File: src/rtl/sdram_amux_pkg.sv
// Shared types for the SDRAM address multiplexer.
// Assumes a two-bit command code as listed in the brief.
package sdram_amux_pkg;

    typedef enum logic [1:0] {
        CMD_ACT = 2'b00,
        CMD_RD  = 2'b01,
        CMD_WR  = 2'b10,
        CMD_PRE = 2'b11
    } cmd_e;

    typedef enum logic [1:0] {
        PH_IDLE = 2'b00,
        PH_ADDR = 2'b01,
        PH_DATA = 2'b10
    } phase_e;

endpackage

File: src/rtl/sdram_amux_pos_clamp.sv
// Limits the requested bank-select pin position to the legal window.
// The lowest legal position sits just above the row field, so the row and
// bank never overlap. The highest keeps the whole field inside the bus.
// Purely combinational.
module sdram_amux_pos_clamp #(
    parameter int ADDR_W = 24,
    parameter int BANK_W = 2,
    parameter int ROW_W  = 13,
    parameter int POS_W  = $clog2(ADDR_W)
) (
    input  logic [POS_W-1:0] pos_req,
    output logic [POS_W-1:0] pos_eff
);
    localparam logic [POS_W-1:0] POS_MIN = POS_W'(ROW_W);
    localparam logic [POS_W-1:0] POS_MAX = POS_W'(ADDR_W - BANK_W);

    // Saturate the request at both ends of the window.
    always_comb begin
        if (pos_req > POS_MAX) begin
            pos_eff = POS_MAX;
        end else if (pos_req < POS_MIN) begin
            pos_eff = POS_MIN;
        end else begin
            pos_eff = pos_req;
        end
    end
endmodule

File: src/rtl/sdram_amux_format.sv
// Builds the device pin values for one command from the logical address.
// Assumes the logical layout {row, bank, column} from high bits to low,
// and a legal bank position supplied by the clamp. Combinational.
module sdram_amux_format
    import sdram_amux_pkg::*;
#(
    parameter int ADDR_W  = 24,
    parameter int COL_W   = 9,
    parameter int BANK_W  = 2,
    parameter int ROW_W   = 13,
    parameter int BURST_W = 3,
    parameter int A10_BIT = 10,
    parameter int POS_W   = $clog2(ADDR_W)
) (
    input  logic [ADDR_W-1:0]  log_addr,
    input  cmd_e               kind,
    input  logic               a10_flag,
    input  logic [POS_W-1:0]   bank_pos,
    output logic [ADDR_W-1:0]  pin_addr,
    output logic               pin_a10,
    output logic [BURST_W-1:0] pin_burst
);
    localparam int ROW_LSB = COL_W + BANK_W;

    logic [COL_W-1:0]  col;
    logic [BANK_W-1:0] bank;
    logic [ROW_W-1:0]  row;
    logic [ADDR_W-1:0] bank_mask;
    logic [ADDR_W-1:0] bank_pins;
    logic [ADDR_W-1:0] act_word;
    logic [ADDR_W-1:0] rw_word;

    assign col  = log_addr[COL_W-1:0];
    assign bank = log_addr[COL_W +: BANK_W];
    assign row  = log_addr[ROW_LSB +: ROW_W];

    // Bank field moved to its programmed pin position.
    assign bank_mask = ADDR_W'({BANK_W{1'b1}}) << bank_pos;
    assign bank_pins = ADDR_W'(bank) << bank_pos;

    // Activate places the row on the lowest pins, with the bank above it.
    assign act_word = (ADDR_W'(row) & ~bank_mask) | bank_pins;

    // Read/write keeps the full address, with the bank overlaid.
    assign rw_word = (log_addr & ~bank_mask) | bank_pins;

    // Pick the bus word, the A10 value and the unlatched low bits per command.
    always_comb begin
        unique case (kind)
            CMD_ACT: begin
                pin_addr  = act_word;
                pin_a10   = row[A10_BIT];
                pin_burst = row[BURST_W-1:0];
            end
            CMD_RD, CMD_WR: begin
                pin_addr  = rw_word;
                pin_a10   = a10_flag;
                pin_burst = col[BURST_W-1:0];
            end
            default: begin
                pin_addr  = bank_pins;
                pin_a10   = a10_flag;
                pin_burst = '0;
            end
        endcase
    end
endmodule

File: src/rtl/sdram_amux_seq.sv
// Two-phase access sequencer.
// It registers the formatted pins when a command is accepted in idle. It
// presents the bus with the latch strobe for one cycle, then holds A10 and
// the burst bits through the data phase. Requests made while busy are
// dropped.
module sdram_amux_seq
    import sdram_amux_pkg::*;
#(
    parameter int ADDR_W  = 24,
    parameter int BURST_W = 3
) (
    input  logic               clk,
    input  logic               rst_n,
    input  logic               start,
    input  logic [ADDR_W-1:0]  pin_addr,
    input  logic               pin_a10,
    input  logic [BURST_W-1:0] pin_burst,
    output logic               busy,
    output logic               ale,
    output logic [ADDR_W-1:0]  addr_bus,
    output logic               sda10,
    output logic [BURST_W-1:0] burst_lo
);
    phase_e               phase;
    logic [ADDR_W-1:0]    addr_q;
    logic                 a10_q;
    logic [BURST_W-1:0]   burst_q;

    // Phase progression and capture of the pin values.
    always_ff @(posedge clk) begin
        if (!rst_n) begin
            phase   <= PH_IDLE;
            addr_q  <= '0;
            a10_q   <= 1'b0;
            burst_q <= '0;
        end else begin
            unique case (phase)
                PH_IDLE: begin
                    if (start) begin
                        phase   <= PH_ADDR;
                        addr_q  <= pin_addr;
                        a10_q   <= pin_a10;
                        burst_q <= pin_burst;
                    end
                end
                PH_ADDR: begin
                    phase  <= PH_DATA;
                    addr_q <= '0;
                end
                PH_DATA: begin
                    phase   <= PH_IDLE;
                    a10_q   <= 1'b0;
                    burst_q <= '0;
                end
                default: begin
                    phase   <= PH_IDLE;
                    addr_q  <= '0;
                    a10_q   <= 1'b0;
                    burst_q <= '0;
                end
            endcase
        end
    end

    // Status and pin outputs taken straight from state.
    assign busy     = (phase != PH_IDLE);
    assign ale      = (phase == PH_ADDR);
    assign addr_bus = addr_q;
    assign sda10    = a10_q;
    assign burst_lo = burst_q;
endmodule

File: src/rtl/sdram_amux.sv
// Top of the SDRAM row/column address multiplexer.
// Accepts a command in idle, maps the logical address for that command
// using the bank position as seen at acceptance, and runs a two-phase
// access on a shared address/data bus.
module sdram_amux
    import sdram_amux_pkg::*;
#(
    parameter int ADDR_W  = 24,
    parameter int COL_W   = 9,
    parameter int BANK_W  = 2,
    parameter int BURST_W = 3,
    parameter int A10_BIT = 10,
    parameter int POS_W   = $clog2(ADDR_W)
) (
    input  logic               clk,
    input  logic               rst_n,
    input  logic               cmd_valid,
    input  logic [1:0]         cmd_kind,
    input  logic               a10_flag,
    input  logic [ADDR_W-1:0]  log_addr,
    input  logic [POS_W-1:0]   cfg_bank_pos,
    output logic               busy,
    output logic               ale,
    output logic [ADDR_W-1:0]  addr_bus,
    output logic               sda10,
    output logic [BURST_W-1:0] burst_lo
);
    localparam int ROW_W = ADDR_W - COL_W - BANK_W;

    logic [POS_W-1:0]   pos_eff;
    logic [ADDR_W-1:0]  pin_addr;
    logic               pin_a10;
    logic [BURST_W-1:0] pin_burst;
    logic               start;

    // A request counts only when no access is running.
    assign start = cmd_valid && !busy;

    sdram_amux_pos_clamp #(
        .ADDR_W(ADDR_W), .BANK_W(BANK_W), .ROW_W(ROW_W), .POS_W(POS_W)
    ) u_clamp (
        .pos_req(cfg_bank_pos),
        .pos_eff(pos_eff)
    );

    sdram_amux_format #(
        .ADDR_W(ADDR_W), .COL_W(COL_W), .BANK_W(BANK_W), .ROW_W(ROW_W),
        .BURST_W(BURST_W), .A10_BIT(A10_BIT), .POS_W(POS_W)
    ) u_fmt (
        .log_addr (log_addr),
        .kind     (cmd_e'(cmd_kind)),
        .a10_flag (a10_flag),
        .bank_pos (pos_eff),
        .pin_addr (pin_addr),
        .pin_a10  (pin_a10),
        .pin_burst(pin_burst)
    );

    sdram_amux_seq #(
        .ADDR_W(ADDR_W), .BURST_W(BURST_W)
    ) u_seq (
        .clk      (clk),
        .rst_n    (rst_n),
        .start    (start),
        .pin_addr (pin_addr),
        .pin_a10  (pin_a10),
        .pin_burst(pin_burst),
        .busy     (busy),
        .ale      (ale),
        .addr_bus (addr_bus),
        .sda10    (sda10),
        .burst_lo (burst_lo)
    );
endmodule

File: config.mk
export PLATFORM = sky130hd
export DESIGN_NAME = sdram_amux
export DESIGN_NICKNAME = d
export VERILOG_FILES = /design/src/rtl/sdram_amux_pkg.sv /design/src/rtl/sdram_amux_pos_clamp.sv /design/src/rtl/sdram_amux_format.sv /design/src/rtl/sdram_amux_seq.sv /design/src/rtl/sdram_amux.sv
export SDC_FILE = /design/constraint.sdc
export NUM_CORES = 1
export LEC_CHECK = 0
export BUFFER_PORTS_ARGS = -buffer_cell sky130_fd_sc_hd__buf_2
export CORE_ASPECT_RATIO = 1.2
export CORE_MARGIN = 2
export CORE_UTILIZATION = 46
export DETAILED_ROUTE_END_ITERATION = 16
export MAX_ROUTING_LAYER = met4
export PLACE_DENSITY = 0.8
export SLEW_MARGIN = 20
export SYNTH_ARGS = -nofsm -noshare
export SYNTH_HDL_FRONTEND = slang
export SYNTH_HIERARCHICAL = 1
export SYNTH_SLANG_ARGS = --single-unit
File: constraint.sdc
create_clock -name clk -period 2.2 [get_ports clk]
set_clock_uncertainty 0.1 [all_clocks]
set_input_delay 0.33 -clock clk [delete_from_list [all_inputs] [get_ports clk]]
set_output_delay 0.33 -clock clk [all_outputs]
set_load 0.01 [all_outputs]
==> impl_metrics.yaml <==
run_status:
  status: "complete, no violations"
detailed_routing:
  drt_wl_total_mm: 5.733
  drt-wirelength-per-cell_um: 14.66
  drc: 0
  dr_total_vias: 2194
  first_pass_iters: 4
  antenna_left: 0
  drtIter0Drc: 127
  viasPerCell: 5.611
sta:
  finalSetupViolations: 0
  finalHoldViolCount: 0
  worst_pin_slew_ns: 0.8989
  period_minus_slack_ns: 1.906
  rsz0062_at_grt: "no"
  whs_ns: 0.3276
  fin_tns_setup_ns: 0
  clock.fmax_mhz: 524.6
  slew-limit-headroom: 0.3993
  finalCritPeriodShare: 0.8664
  drv_slew: 0
floorplanning:
  start_util: 0.4786
  die_area_mm2: 0.004985
  num_rows: 26
  io_pins: 65
  die_w_um: 64.79
  fp.coreArea_mm2: 0.004262
  fp.dieH_um: 76.94
synth:
  synthFlopType: "dfxtp_1"
  netlist.area_leader.share: 0.2945
  synth_cells: 267
  ys_seq_area_frac: 0.2945
  synth_warnings: 6
  syn-cell-area_mm2: 0.002039
  ys_types: 52
  async_reset_ff_frac: 0
  synth_edf_count: 0
  ys_top_cells_by_area: "dfxtp_1 29%, nand2_1 11%, a21oi_1 5.6%"
  syn_nets: 306
  yosys.area.top_type: "dfxtp_1"
  syn_avg_cell_area_um2: 7.638
  synth.ff_latch_count: 30
place:
  port_buffers: 64
  dpl_cell_area_mm2: 0.002446
  place_congestion: 0.9377
  hpwl_mm: 4.273
global_routing:
  grt_usage: 0.2403
  grt_pass1_vias: 1981
  grt_overflow: 0
  antenna_found_initial: 0
  grt_pass1_wl_mm: 9.128
  grt_start_max_net_pins: 25
power:
  ir_drop_v: 0.0003307
  p_leak_nw: 1.114
  power_density_mw_per_mm2: 581.9
final_layout:
  drive_gt1_frac: 0.3224
  area_growth_pct: 24.42
  diodes: 0
  fin_area_mm2: 0.002537
  fillCellCount: 423
  layout_commonest_cell: "buf_2"
  nNetsFinal: 373
  mostFrequentLayoutCells: "64 x buf_2, 58 x nand2_1, 30 x dfxtp_1, 23 x a21oi_1, 18 x nor2_1"
clock_network:
  root_buffer: "clkbuf_8"
  clk_pin_slew_ns: 0.06
  cts_max_level: 2
  cts_setup_buffers: 0
  ctsHoldBuffers: 0
  clkLatencyLatePin_ns: 0.29
  cts_made_buffers: 5
  cts_tree: "done"
  clock_sinks: 30
  clk_path_buf_depth: 2
  cts_resized: 0
worst_setup_path:
  crit_required_ns: 2.23
  worstPathMaxFanout: 9
  critPathKind: "input pin to flop"
  setup.worst_path.end: "u_seq/addr_bus[3]"
  cp.arrival_ns: 1.94
  max_stage_delay_ns: 0.37
  crit_start: "cfg_bank_pos[2]"
  crit_slowest_cell: "mux2_2"
  worstSetupEndpointType: "flop"
  worst-r2r-setup-slack_ns: 0.34
  reg2reg_from: "u_seq/phase[1]"
  start_kind: "input pin"
  r2r_cells: 5
  path_cells: "buf_2 -> nand2_1 -> a21oi_1 -> o22ai_1 -> buf_4 -> mux2_2 -> and2_4 -> mux2_2 -> nand2_1 -> a21oi_1"
  reg2reg_to: "u_seq/burst_lo[2]"
job:
  drv_cap: 0
min_path:
  worst_hold_startpoint: "log_addr[15]"
  hold_path.class: "input pin to flop"
[cells by family (layout without fill, tap and decap cells)]
logic type      after synthesis  in the layout  synth area share
compound gates               74             74            0.2540
fa+ha+maj                     4              4           0.02454
buf+inv                      29             97           0.07730
flops                        30             30            0.2945
mux                          11             11           0.05767
simple gates                119            119            0.2920
[power by group]
| part | switching (mW) | internal (mW) |
|---|---|---|
| sequential | 0.0138 | 0.571 |
| clock | 0.205 | 0.252 |
| combinational | 0.250 | 0.185 |
| total | 0.469 | 1.01 |
[synthesized netlist by cell type (5+ instances only)]
cell type / count
inv_1: 6
a22oi_1: 11
mux2_2: 6
mux2i_1: 5
a21oi_1: 23
dfxtp_1: 30
nor2_1: 18
nor2b_1: 6
nand2b_1: 8
a22o_1: 5
buf_2: 12
o32ai_1: 5
nand2_1: 58
clkbuf_1: 5
[per-layer routing]
layer / up-vias / part of all wire / global-route usage
met5: - / 0 / -
met4: 0 / 0.025 / 0.1149
met3: 17 / 0.063 / 0.04399
met2: 85 / 0.50 / 0.3866
met1: 1006 / 0.41 / 0.2865
li1: 1086 / - / -
[stage by stage]
| stage | util | total power, mW | setup slack (ns) | cells |
|---|---|---|---|---|
| after floorplan | - | 0.8843 | 0.05026 | 267 |
| after global placement | 0.5740 | 1.017 | 0.05714 | 383 |
| after detailed placement | 0.5740 | 1.024 | 0.03571 | 383 |
| after CTS | 0.5954 | 1.485 | 0.3364 | 391 |
| after global routing | 0.5954 | 1.550 | 0.1917 | 391 |
| final | 0.5954 | 1.477 | 0.2939 | 391 |
[state kept, by name, indices dropped and copies added, names as in the netlist]
name,count
u_seq/addr_bus,24
u_seq/burst_lo,3
u_seq/phase,2
u_seq/sda10,1
[area by class of cell]
| type | count | area [µm²] | share of cell area |
|---|---|---|---|
| multi-input combinational | 208 | 1281 | 0.5049 |
| sequential | 30 | 600.6 | 0.2367 |
| inverter | 7 | 26.28 | 0.01036 |
| timing repair buffer | 82 | 467.9 | 0.1844 |
| clock buffer | 7 | 86.33 | 0.03402 |
| tap | 56 | 70.07 | 0.02761 |
| clock inverter | 1 | 5.005 | 0.001972 |
[worst min path at each step]
stage,depth (start not counted),endpoint,slack (ns)
after global placement,2,u_seq/addr_bus[19],0.34
after floorplan,2,u_seq/phase[1],0.36
final,5,u_seq/addr_bus[15],0.33
after CTS,3,u_seq/phase[1],0.31
after detailed placement,2,u_seq/addr_bus[5],0.35
after global routing,3,u_seq/phase[1],0.33
[critical path: cells and delay by family]
family / cells / cell delay (ns)
multiplexers: 2 / 0.63
AND/OR/NAND/NOR: 3 / 0.34
AO/OA/AOI/OAI: 3 / 0.32
buffers and inverters: 2 / 0.30
Power figures use the tool's default switching activity.
